[src/rtl/fcmp_pkg.sv]
package fcmp_pkg;

  typedef enum logic [1:0] {
    CMP_GT = 2'd0,
    CMP_LT = 2'd1,
    CMP_EQ = 2'd2,
    CMP_UN = 2'd3
  } cmp_res_e;

  typedef struct packed {
    logic sign;
    logic is_nan;
    logic is_snan;
    logic is_zero;
    logic is_denorm;
  } opnd_class_t;

  // condition code {zf, pf, cf} for each outcome
  function automatic logic [2:0] cc_of(cmp_res_e r);
    case (r)
      CMP_GT:  cc_of = 3'b000;
      CMP_LT:  cc_of = 3'b001;
      CMP_EQ:  cc_of = 3'b100;
      default: cc_of = 3'b111;
    endcase
  endfunction

endpackage

[src/rtl/fcmp_classify.sv]
module fcmp_classify
  import fcmp_pkg::*;
#(
  parameter int FP_W  = 64,
  parameter int EXP_W = 11
) (
  input  logic [FP_W-1:0] val,
  output opnd_class_t     cls,
  output logic [FP_W-2:0] mag
);
  localparam int FRAC_W = FP_W - 1 - EXP_W;

  logic [EXP_W-1:0]  expo;
  logic [FRAC_W-1:0] frac;
  logic exp_ones, exp_zero, frac_nz;

  assign expo     = val[FP_W-2 -: EXP_W];
  assign frac     = val[FRAC_W-1:0];
  assign exp_ones = &expo;
  assign exp_zero = ~|expo;
  assign frac_nz  = |frac;

  always_comb begin
    cls.sign      = val[FP_W-1];
    cls.is_nan    = exp_ones & frac_nz;
    cls.is_snan   = exp_ones & frac_nz & ~frac[FRAC_W-1];
    cls.is_zero   = exp_zero & ~frac_nz;
    cls.is_denorm = exp_zero & frac_nz;
  end

  assign mag = val[FP_W-2:0];
endmodule

[src/rtl/fcmp_order.sv]
module fcmp_order
  import fcmp_pkg::*;
#(
  parameter int FP_W = 64
) (
  input  opnd_class_t     cls_a,
  input  opnd_class_t     cls_b,
  input  logic [FP_W-2:0] mag_a,
  input  logic [FP_W-2:0] mag_b,
  output cmp_res_e        res
);
  logic mag_eq, mag_gt, both_neg;

  assign mag_eq   = (mag_a == mag_b);
  assign mag_gt   = (mag_a > mag_b);
  assign both_neg = cls_a.sign & cls_b.sign;

  always_comb begin
    if (cls_a.is_nan || cls_b.is_nan)
      res = CMP_UN;
    else if (cls_a.is_zero && cls_b.is_zero)
      res = CMP_EQ;
    else if (cls_a.sign != cls_b.sign)
      res = cls_a.sign ? CMP_LT : CMP_GT;
    else if (mag_eq)
      res = CMP_EQ;
    else if (mag_gt ^ both_neg)
      res = CMP_GT;
    else
      res = CMP_LT;
  end
endmodule

[src/rtl/fcmp_except.sv]
module fcmp_except
  import fcmp_pkg::*;
(
  input  opnd_class_t cls_a,
  input  opnd_class_t cls_b,
  input  logic        sig_mode,
  input  logic        mask_inv,
  input  logic        mask_den,
  output logic        inv,
  output logic        den,
  output logic        unmasked
);
  logic any_nan, any_snan;

  assign any_nan  = cls_a.is_nan | cls_b.is_nan;
  assign any_snan = cls_a.is_snan | cls_b.is_snan;
  assign inv      = sig_mode ? any_nan : any_snan;
  assign den      = cls_a.is_denorm | cls_b.is_denorm;
  assign unmasked = (inv & ~mask_inv) | (den & ~mask_den);
endmodule

[src/rtl/fcmp_flag_unit.sv]
module fcmp_flag_unit
  import fcmp_pkg::*;
#(
  parameter int OPND_W = 128,
  parameter int FP_W   = 64,
  parameter int EXP_W  = 11
) (
  input  logic              clk,
  input  logic              rst,
  input  logic              in_valid,
  input  logic [OPND_W-1:0] opnd_a,
  input  logic [OPND_W-1:0] opnd_b,
  input  logic              sig_mode,
  input  logic              mask_inv,
  input  logic              mask_den,
  output logic              out_valid,
  output logic              flag_we,
  output logic              exc_req,
  output logic              exc_inv,
  output logic              exc_den,
  output logic              flag_zf,
  output logic              flag_pf,
  output logic              flag_cf,
  output logic              flag_of,
  output logic              flag_sf,
  output logic              flag_af
);
  localparam int NUM_OPND = 2;

  logic [NUM_OPND-1:0][FP_W-1:0] low_val;
  opnd_class_t                   cls [NUM_OPND];
  logic [FP_W-2:0]               mag [NUM_OPND];

  assign low_val[0] = opnd_a[FP_W-1:0];
  assign low_val[1] = opnd_b[FP_W-1:0];

  generate
    if (OPND_W > FP_W) begin : g_hi
      logic unused_hi;
      assign unused_hi = ^{opnd_a[OPND_W-1:FP_W], opnd_b[OPND_W-1:FP_W]};
    end
    for (genvar i = 0; i < NUM_OPND; i++) begin : g_cls
      fcmp_classify #(.FP_W(FP_W), .EXP_W(EXP_W)) i_cls (
        .val (low_val[i]),
        .cls (cls[i]),
        .mag (mag[i])
      );
    end
  endgenerate

  cmp_res_e res;
  logic inv_c, den_c, unmasked_c;

  fcmp_order #(.FP_W(FP_W)) i_order (
    .cls_a (cls[0]),
    .cls_b (cls[1]),
    .mag_a (mag[0]),
    .mag_b (mag[1]),
    .res   (res)
  );

  fcmp_except i_except (
    .cls_a    (cls[0]),
    .cls_b    (cls[1]),
    .sig_mode (sig_mode),
    .mask_inv (mask_inv),
    .mask_den (mask_den),
    .inv      (inv_c),
    .den      (den_c),
    .unmasked (unmasked_c)
  );

  logic [2:0] cc_q;

  always_ff @(posedge clk) begin
    if (rst) begin
      out_valid <= 1'b0;
      flag_we   <= 1'b0;
      exc_req   <= 1'b0;
      exc_inv   <= 1'b0;
      exc_den   <= 1'b0;
      cc_q      <= 3'b000;
    end else begin
      out_valid <= in_valid;
      flag_we   <= in_valid & ~unmasked_c;
      exc_req   <= in_valid & unmasked_c;
      if (in_valid) begin
        exc_inv <= inv_c;
        exc_den <= den_c;
        if (!unmasked_c) cc_q <= cc_of(res);
      end
    end
  end

  assign {flag_zf, flag_pf, flag_cf} = cc_q;
  assign flag_of = 1'b0;
  assign flag_sf = 1'b0;
  assign flag_af = 1'b0;

  AST_CC_LEGAL: assert property (@(posedge clk) disable iff (rst)
    flag_we |-> (cc_q inside {3'b000, 3'b001, 3'b100, 3'b111}));
  AST_NAN_UNORD: assert property (@(posedge clk) disable iff (rst)
    (in_valid && (cls[0].is_nan || cls[1].is_nan) && !unmasked_c)
      |=> (flag_zf && flag_pf && flag_cf));
  AST_ZERO_EQ: assert property (@(posedge clk) disable iff (rst)
    (in_valid && cls[0].is_zero && cls[1].is_zero && !unmasked_c)
      |=> (flag_zf && !flag_pf && !flag_cf));
  AST_QUIET_INV: assert property (@(posedge clk) disable iff (rst)
    (in_valid && !sig_mode && !cls[0].is_snan && !cls[1].is_snan)
      |=> !exc_inv);
  AST_DEN_SEEN: assert property (@(posedge clk) disable iff (rst)
    (in_valid && (cls[0].is_denorm || cls[1].is_denorm)) |=> exc_den);
  AST_WE_XOR_REQ: assert property (@(posedge clk) disable iff (rst)
    out_valid |-> $onehot({flag_we, exc_req}));
  AST_HOLD_NO_WRITE: assert property (@(posedge clk) disable iff (rst)
    !flag_we |-> $stable(cc_q));
  AST_PULSE_ONE: assert property (@(posedge clk) disable iff (rst)
    !$past(in_valid) |-> !out_valid);
endmodule

[config.mk]
export PLATFORM = sky130hd
export DESIGN_NAME = fcmp_flag_unit
export DESIGN_NICKNAME = d
export VERILOG_FILES = /design/src/rtl/fcmp_pkg.sv /design/src/rtl/fcmp_classify.sv /design/src/rtl/fcmp_order.sv /design/src/rtl/fcmp_except.sv /design/src/rtl/fcmp_flag_unit.sv
export SDC_FILE = /design/constraint.sdc
export NUM_CORES = 1
export LEC_CHECK = 0
export BUFFER_PORTS_ARGS = -buffer_cell sky130_fd_sc_hd__buf_2
export CELL_PAD_IN_SITES_DETAIL_PLACEMENT = 1
export CELL_PAD_IN_SITES_GLOBAL_PLACEMENT = 1
export CORE_MARGIN = 10
export CORE_UTILIZATION = 19
export DETAILED_ROUTE_END_ITERATION = 12
export GPL_TIMING_DRIVEN = 0
export PLACE_DENSITY = 0.77
export SETUP_SLACK_MARGIN = 0.1
export SLEW_MARGIN = 0
export SYNTH_ARGS = -nofsm -noshare
export SYNTH_HDL_FRONTEND = slang
export SYNTH_SLANG_ARGS = --single-unit
[constraint.sdc]
create_clock -name clk -period 2.3 [get_ports clk]
set_input_delay 0.345 -clock clk [delete_from_list [all_inputs] [get_ports clk]]
set_output_delay 0.345 -clock clk [all_outputs]
set_load 0.01 [all_outputs]
Yosys cells after proc, flatten, opt, wreduce, memory -nomap -nowiden:

Cells that the tools add are included.

* bits in registers: 8

* reductions and logical operators: 12
* equal/unequal tests: 4
* magnitude comparators: 1
* bitwise gates (word level): 25
* multiplexer cells: 8

Operators with widths (number)
* $reduce_or A52 Y1: 2
* $eq A63 B63 Y1: 1
* $gt A63 B63 Y1: 1
* $reduce_and A11 Y1: 2
* $reduce_or A11 Y1: 2
* $and A1 B1 Y1: 13
* $pmux W3 S3: 1
* $mux W2: 4
* $not A1 Y1: 7
* $or A1 B1 Y1: 4
* $mux W1: 3
* $eq A2 B1 Y1 const B: 1
* $eq A2 B2 Y1 const B: 1
* $logic_not A1 Y1: 2
* $logic_not A2 Y1: 1
* $reduce_and A2 Y1: 1
* $logic_and A1 B1 Y1: 1
* $logic_or A1 B1 Y1: 1
* $ne A1 B1 Y1: 1
* $xor A1 B1 Y1: 1

Longest topological paths before layout:

Gate-level depths: netlist (run 1).

* depth in word-level cells: 9
* mapped depth: 10

Modules after synthesis:

A second synthesis (run 1) with hierarchy kept.

* cells, all modules: 458
* area total of the unflattened synthesis: 3342.0 um^2

Modules (own cells, without submodules)
* fcmp_order: instances 1, cells each 232, area each 1672.9 um^2, seq. area each 0.0 um^2
* fcmp_classify: instances 2, cells each 95, area each 676.9 um^2, seq. area each 0.0 um^2
* fcmp_flag_unit: instances 1, cells each 30, area each 282.8 um^2, seq. area each 160.2 um^2
* fcmp_except: instances 1, cells each 6, area each 32.5 um^2, seq. area each 0.0 um^2

Least setup slack after synthesis (run 1):

No wires, ideal clock.

* path type: input to register
* from: in opnd_b[60]
* to: reg cc_q[0]
* arrival: 2124 ps
* path buffers: 0
* stages: 10
* setup time: 117 ps
* data required time: 2183 ps
* path slack: 59 ps
* cell sequence: inv_1 > ha_1 > a21o_1 > a21o_1 > a221oi_1 > o31ai_1 > a2111oi_0 > a21oi_1 > and3b_1 > a21oi_1

* cells in the longest elaborated chain, start to end: 9
* elaborated cells between the ends (all ways): 30
* those cells by class: order compare: 1; eq/ne: 3; mux: 7; bitwise: 12; reduce/logical: 7

Ends and longest elaborated chain
* from (decl): RTL line fcmp_flag_unit.sv:12 `input logic [OPND_W-1:0] opnd_b,`
* $gt A63 B63 Y1 or $reduce_and A11 Y1 (tied branches): RTL line fcmp_order.sv:15, fcmp_classify.sv:19
* $xor A1 B1 Y1 or $and A1 B1 Y1 (tied branches): RTL line fcmp_order.sv:27, fcmp_classify.sv:25, fcmp_classify.sv:26
* $mux W1 or $and A1 B1 Y1 (tied branches): RTL line fcmp_order.sv:27, fcmp_classify.sv:26
* $mux W2 or $or A1 B1 Y1 (tied branches): RTL line fcmp_order.sv:25, fcmp_except.sv:16
* $mux W2 or $mux W1 (tied branches): RTL line fcmp_order.sv:23, fcmp_except.sv:17
* $mux W2 or $and A1 B1 Y1 (tied branches): RTL line fcmp_order.sv:21, fcmp_except.sv:19
* $mux W2 or $or A1 B1 Y1 (tied branches): RTL line fcmp_order.sv:19, fcmp_except.sv:19
* $eq A2 B2 Y1 (tied with other cells): RTL line fcmp_pkg.sv:20 `case (r)`
* $pmux W3 S3 or $reduce_and A2 Y1 (tied branches)
* to (signal assigned): RTL line fcmp_flag_unit.sv:90 `if (!unmasked_c) cc_q <= cc_of(res);`
* to (decl): RTL line fcmp_flag_unit.sv:73 `logic [2:0] cc_q;`

Parallel ways exist; a longest one is shown, timed or not.
A chain may end at the register's enable or synchronous reset.

Worst setup path in the final report (run 1):

* from: in opnd_b[9]
* to: reg cc_q[0]

* cells in the longest elaborated chain, start to end: 9
* elaborated cells between the ends (all ways): 29
* those cells by class: order compare: 1; eq/ne: 3; mux: 7; bitwise: 13; reduce/logical: 5

Ends and longest elaborated chain (RTL line)
* $gt A63 B63 Y1 or $reduce_or A52 Y1 (tied branches): fcmp_order.sv:15, fcmp_classify.sv:21
* $xor A1 B1 Y1 or $and A1 B1 Y1 (tied branches): fcmp_order.sv:27, fcmp_classify.sv:25, fcmp_classify.sv:26
* $mux W1 or $and A1 B1 Y1 (tied branches): fcmp_order.sv:27, fcmp_classify.sv:26
* $mux W2 or $or A1 B1 Y1 (tied branches): fcmp_order.sv:25, fcmp_except.sv:16
* $mux W2 or $mux W1 (tied branches): fcmp_order.sv:23, fcmp_except.sv:17
* $mux W2 or $and A1 B1 Y1 (tied branches): fcmp_order.sv:21, fcmp_except.sv:19
* $mux W2 or $or A1 B1 Y1 (tied branches): fcmp_order.sv:19, fcmp_except.sv:19
* $eq A2 B2 Y1 (tied with other cells): fcmp_pkg.sv:20
* $pmux W3 S3 or $reduce_and A2 Y1 (tied branches)

Parallel ways exist; a longest one is shown, timed or not.

==> metrics.md, run 1 <==
| Metric | Value |
|---|---|
| Worst VDD drop | 0.160 mV |
| Initial antenna violation count | 1 |
| #FFs+latches synth | 8 |
| First-iteration detailed-routing DRC count | 68 |
| Clock tree buffer depth | 2 |
| Site Rows | 40 |
| CP Data Arrival Time | 2.24 ns |
| Core ar. | 0.0122 mm^2 |
| Largest net degree at the start of global routing | 7 |
| Switching Share | 37.8% |
| 1st-pass router iterations | 4 |
| Setup Crit Path Kind | in2reg |
| Antenna-violating nets left | 0 |
| Tot Pwr | 1030 uW |
| Latest clock arrival within the worst-skew pair | 0.23 ns |
| Worst-path maximum fanout | 2 |
| Period minus WS final | 2.12 ns |
| Post-DP HPWL | 10800 um |
| Post-synth top area share | 33.6% |
| CP Capture Type | flip-flop |
| Die X | 132 um |
| Nets | 807 |
| Yosys warnings | 0 |
| Outcome | complete, no violations |
| Register area share after synthesis | 6.72% |
| Combinational share of power | 58.0% |
| Layout cells sized above 1 | 47.8% |
| Ys async rst share | 0% |
| Area Growth Syn to Fin | 65.2% |
| Synth Instances | 323 |
| Die height | 132 um |
| First-pass GRT wire length | 18500 um |
| TritonCTS Buffers | 3 |
| Netlist cell types | 40 |
| GRT overflow | 0 |
| Crit path launch type | input pin |
| Yosys top cell by area | ha_1 |
| RSZ-0062 raised after global routing | yes |
| Final GP Congestion | 0.819 |
| CTS H-Tree Depth | 1 |
| Commonest register cell after synthesis | dfxtp_1 |
| CTS root buf | clkbuf_16 |
| Initial core utilization | 19.6% |
| Period utilization | 92.3% |
| Dominant cells by area after synthesis | ha_1, inv_1, nor4_1 |
| Setup violators final | 0 |
| Vias in the first global route | 3658 |
| Lkg Pwr | 0.00197 uW |
| Total wire length | 12200 um |
| Final hold violations | 0 |
| Clock share of power | 27.9% |
| Mean Syn Cell Area | 7.38 um^2 |
| Max-slew violations | 0 |
| Vias post-DR | 3129 |
| HP Class | in2reg |
| Max-cap violations | 0 |
| CTS tree | yes |
| Min setup slack post-route | 0.177 ns |
| Sw Pwr | 390 uW |
| DP Worst Slack | -0.490 ns |
| Drt wl/cell | 18.8 um |
| Clock sink total | 8 |
| Reg2reg setup slack | 1.64 ns |
| Port bufs | 141 |
| DRC Markers | 0 |
| GRT Total Usage | 12.9% |
| Clock skew | 0 ns |
| Synth Cell Area | 0.00238 mm^2 |
| Seq pwr share | 14.1% |
| Worst EP required | 2.42 ns |
| Clock Pin Slew Worst Setup and Hold Paths | 0.04 ns |
| Num ports | 273 |
| Post-synth EDFFs | 0 |
| Max Fclk | 471 MHz |
| Pwr dens | 262 mW/mm^2 |
| Routed vias/inst | 4.83 |
| Die area | 0.0174 mm^2 |
| Int Pwr | 641 uW |
## cells in the final DEF, fill, tap and decap left out, drive strengths merged, types with 2 or more instances in the layout
| cell type | Yosys | final |
|---|---|---|
| a211oi | 5 | 5 |
| a21o | 4 | 4 |
| a21oi | 24 | 24 |
| a221oi | 5 | 5 |
| and4 | 4 | 4 |
| buf | 3 | 154 |
| clkbuf | 0 | 3 |
| conb | 1 | 3 |
| dfxtp | 8 | 8 |
| ha | 64 | 64 |
| inv | 66 | 66 |
| mux2i | 3 | 3 |
| nand2 | 17 | 17 |
| nand2b | 2 | 2 |
| nand3 | 13 | 13 |
| nand4 | 23 | 23 |
| nor2 | 9 | 9 |
| nor2b | 2 | 2 |
| nor3 | 7 | 7 |
| nor4 | 36 | 36 |
| o21ai | 9 | 9 |
| o22ai | 2 | 2 |
| o31ai | 2 | 2 |
## final cells by class
type	instances	area, um^2
Timing Repair Buffer	151	797
Inverter	66	248
Clock buffer	3	75.1
Multi-Input combinational cell	248	2420
Sequential cell	8	160
Tap cell	168	210
Fill cell	1523	8220
Buffer	3	22.5
Antenna cell	1	2.50
## cell families (layout without fill, tap and decap cells)
logic type,count (synthesis),count (layout),share of synthesized area [%]
fa+ha+maj,64,64,33.6
other cells,1,4,0.157
flops,8,8,6.72
mux,3,3,1.26
buf+inv,69,223,11.3
simple gates,120,120,30.6
compound gates,58,58,16.3
## power by group through the flow
| stage | Sequential (uW) | Clock (uW) | Combinational (uW) |
|---|---|---|---|
| after floorplan | 150 | 0 | 226 |
| after global placement | 147 | 0 | 451 |
| after detailed placement | 148 | 0 | 483 |
| after CTS | 146 | 290 | 514 |
| after global routing | 146 | 301 | 667 |
| final | 146 | 287 | 597 |
## routing by layer
metal,global-route usage [%],part of all wire (%),up-vias
met5,0,0,-
met4,2.84,1.3,0
met3,2.36,4.8,13
met2,24.5,53,100
met1,14.3,41,1490
li1,-,-,1526
## what timing repair did
item | CTS | global route
hold buffers | 0 | 0
buffers inserted | 5 | 5
resized for setup | 20 | 64
pin swaps | 17 | 27
hold endpoints to repair | 0 | 0
endpoints found under the setup margin | 6 | 5
## cell usage after synthesis, types with 3 or more instances
cell and number:
o21ai_0 9, nand4_1 23, a21o_1 4, a211oi_1 4, inv_1 66, ha_1 64
and4_1 4, nand3_1 13, nand2_1 17, a221oi_1 5, nor2_1 9, buf_4 3
a21oi_1 24, dfxtp_1 8, nor3_1 7, mux2i_1 3, nor4_1 32
## stage by stage
step | hold slack [ns] | area [um^2] | setup TNS, ns | util, % | instances
floorplan | 0.417 | 2390 | 0 | - | 325
global placement | 0.476 | 3310 | -2.32 | 27.2 | 634
detailed placement | 0.493 | 3310 | -2.06 | 27.2 | 634
CTS | 0.373 | 3550 | 0 | 29.2 | 642
global route | 0.387 | 3940 | 0 | 32.4 | 648
finish | 0.360 | 3940 | 0 | 32.4 | 648
## worst paths after layout
check                               to  depth (start not counted)                  from
setup / recovery  cc_q[0]$_SDFFE_PP0P_                         11             opnd_b[9]
hold / removal    cc_q[2]$_SDFFE_PP0P_                          2                   rst
setup reg to reg  exc_inv$_SDFFE_PP0P_                          2  exc_inv$_SDFFE_PP0P_
hold reg to reg   exc_den$_SDFFE_PP0P_                          2  exc_den$_SDFFE_PP0P_
## registers in the layout, summed over array words and instances (netlist names)
register,cells
cc_q,3
exc_inv,1
flag_we,1
exc_den,1
out_valid,1
exc_req,1
## worst max-delay path: stages
cell and delay (ns):
buf_2 0.11, inv_1 0.06, ha_1 0.30, nand2_1 0.07
o21ai_1 0.10, a221oi_2 0.31, o31ai_2 0.13, a2111oi_4 0.41
a21oi_1 0.11, and3b_1 0.24, a21oi_1 0.06
Note: power is estimated with default switching activity, not from simulation.
==> inputs of run 2 (changes only) <==
--- a/config.mk
+++ b/config.mk
@@ -10,6 +10,7 @@
 export CELL_PAD_IN_SITES_GLOBAL_PLACEMENT = 1
 export CORE_MARGIN = 10
 export CORE_UTILIZATION = 19
+export CTS_BUF_LIST = sky130_fd_sc_hd__clkbuf_4
 export DETAILED_ROUTE_END_ITERATION = 12
 export GPL_TIMING_DRIVEN = 0
 export PLACE_DENSITY = 0.77
==> run 2 against run 1 <==
  * Sequential power barely moved
  * Total power fell by 22%
  * Clock-buffer cell count did not move
  * Register-to-register slack barely moved
  * Die area did not move
  * Worst setup slack got worse by 0.087 ns
  * Fmax fell by 3.9%
==> metrics.md, run 2 (same netlist as run 1, synthesis figures left out) <==
| Metric | Value |
|---|---|
| Outcome | complete, no violations |
| Clock skew | 0 ns |
| 1st-pass router iterations | 4 |
| CTS H-Tree Depth | 1 |
| Initial antenna violation count | 0 |
| GRT overflow | 0 |
| Max Fclk | 452 MHz |
| Diodes inserted | 0 |
| Max reg flops | 3 |
| Pwr dens | 214 mW/mm^2 |
| Die height | 132 um |
| HP Class | in2reg |
| Busiest grt layer | met2 |
| Layout cells sized above 1 | 40.8% |
| CTS root buf | clkbuf_4 |
| DRC Markers | 0 |
| CP Capture Type | flip-flop |
| Most frequent cells in the layout | buf_2, inv_1, ha_1 |
| Cts-stage hold buffer count | 0 |
| Die X | 132 um |
| Setup Crit Path Kind | in2reg |
| GR Util met3 | 2.25% |
| Final GP Congestion | 0.819 |
| First-pass GRT wire length | 18400 um |
| Vias in the first global route | 3642 |
| Post-DP HPWL | 10800 um |
| Largest net degree at the start of global routing | 7 |
| Clock tree buffer depth | 2 |
| Worst VDD drop | 0.0784 mV |
| Nets | 803 |
| Final hold violations | 0 |
| Initial core utilization | 19.6% |
| Total wire length | 12000 um |
| Setup TNS | 0 ns |
| TritonCTS Buffers | 3 |
| Num ports | 273 |
| Area Growth Syn to Fin | 58.1% |
| Port bufs | 141 |
| Routed vias/inst | 4.85 |
| Clock sink total | 8 |
| Site Rows | 40 |
| Worst EP required | 2.49 ns |
| GRT Total Usage | 12.7% |
| Die area | 0.0174 mm^2 |
| Latest clock arrival within the worst-skew pair | 0.25 ns |
| Finished Core Util | 31.0% |
| Period utilization | 96.1% |
| Drt wl/cell | 18.6 um |
| Clock Pin Slew Worst Setup and Hold Paths | 0.05 ns |
| CTS tree | yes |
| CP Data Arrival Time | 2.40 ns |
| Lkg Pwr | 0.00194 uW |
| Core ar. | 0.0122 mm^2 |
| Antenna-violating nets left | 0 |
| M1 GR Usage | 14.2% |
| Met2 Use GR | 24.3% |
| Max-slew violations | 0 |
| Worst-path maximum fanout | 5 |
| Worst hold margin | 0.347 ns |
| Crit path launch type | input pin |
| Max-cap violations | 0 |
| Largest register by flop count | cc_q |
| RSZ-0062 raised after global routing | yes |
| First-iteration detailed-routing DRC count | 72 |
| Period minus WS final | 2.21 ns |
| Setup violators final | 0 |
| Vias post-DR | 3118 |
| Most common cell after layout, fill and taps aside | buf_2 |
-- run 2: repair_timing --
action / 4_1_cts / 5_1_grt
gates resized for setup: 17 / 48
buffers inserted: 4 / 2
endpoints found under the setup margin: 6 / 5
pin swaps: 12 / 11
-- run 2: power by group --
part           switching [uW]  internal [uW]
clock network            45.6           59.6
registers                1.64            143
logic                     311            247
-- run 2: metrics by stage --
stage / cell area (um^2) / power (uW) / worst slack [ns] / cells
final: 3770 / 807 / 0.0896 / 643
after global routing: 3770 / 891 / -0.0571 / 643
after CTS: 3460 / 762 / 0.101 / 641
after detailed placement: 3310 / 631 / -0.490 / 634
after global placement: 3310 / 599 / -0.533 / 634
after floorplan: 2390 / 375 / 0.101 / 325
-- run 2: final timing paths --
path                                              to  slack (ns)            startpoint  cells past startpoint
worst min register to register  cc_q[2]$_SDFFE_PP0P_        0.49  cc_q[2]$_SDFFE_PP0P_                      2
worst max-delay path            cc_q[0]$_SDFFE_PP0P_        0.09            opnd_b[58]                     11
worst min-delay path            cc_q[2]$_SDFFE_PP0P_        0.35                   rst                      2
worst max register to register  exc_inv$_SDFFE_PP0P_        1.65  exc_inv$_SDFFE_PP0P_                      2
-- run 2: per-layer routing --
layer / wire length (um) / vias to the layer above
met3: 595 / 14
li1: - / 1516
met5: 0 / -
met1: 4940 / 1485
met4: 185 / 0
met2: 6260 / 103
-- run 2: area by class of cell --
cell class	instances	area, um^2
fill	1507	8390
sequential	8	160
tap	168	210
multi-input combinational	248	2310
buffer	3	22.5
timing repair buffer	147	793
clock buffer	3	22.5
inverter	66	248
-- run 2: worst max-delay path, cell delays in order --
cell and delay, ns:
buf_2 0.11, inv_1 0.05, ha_1 0.32, nand4_1 0.18
and4bb_4 0.41, nand2_1 0.07, nor4_2 0.31, a2111oi_4 0.14
a21oi_1 0.14, and3b_1 0.19, a21oi_1 0.13
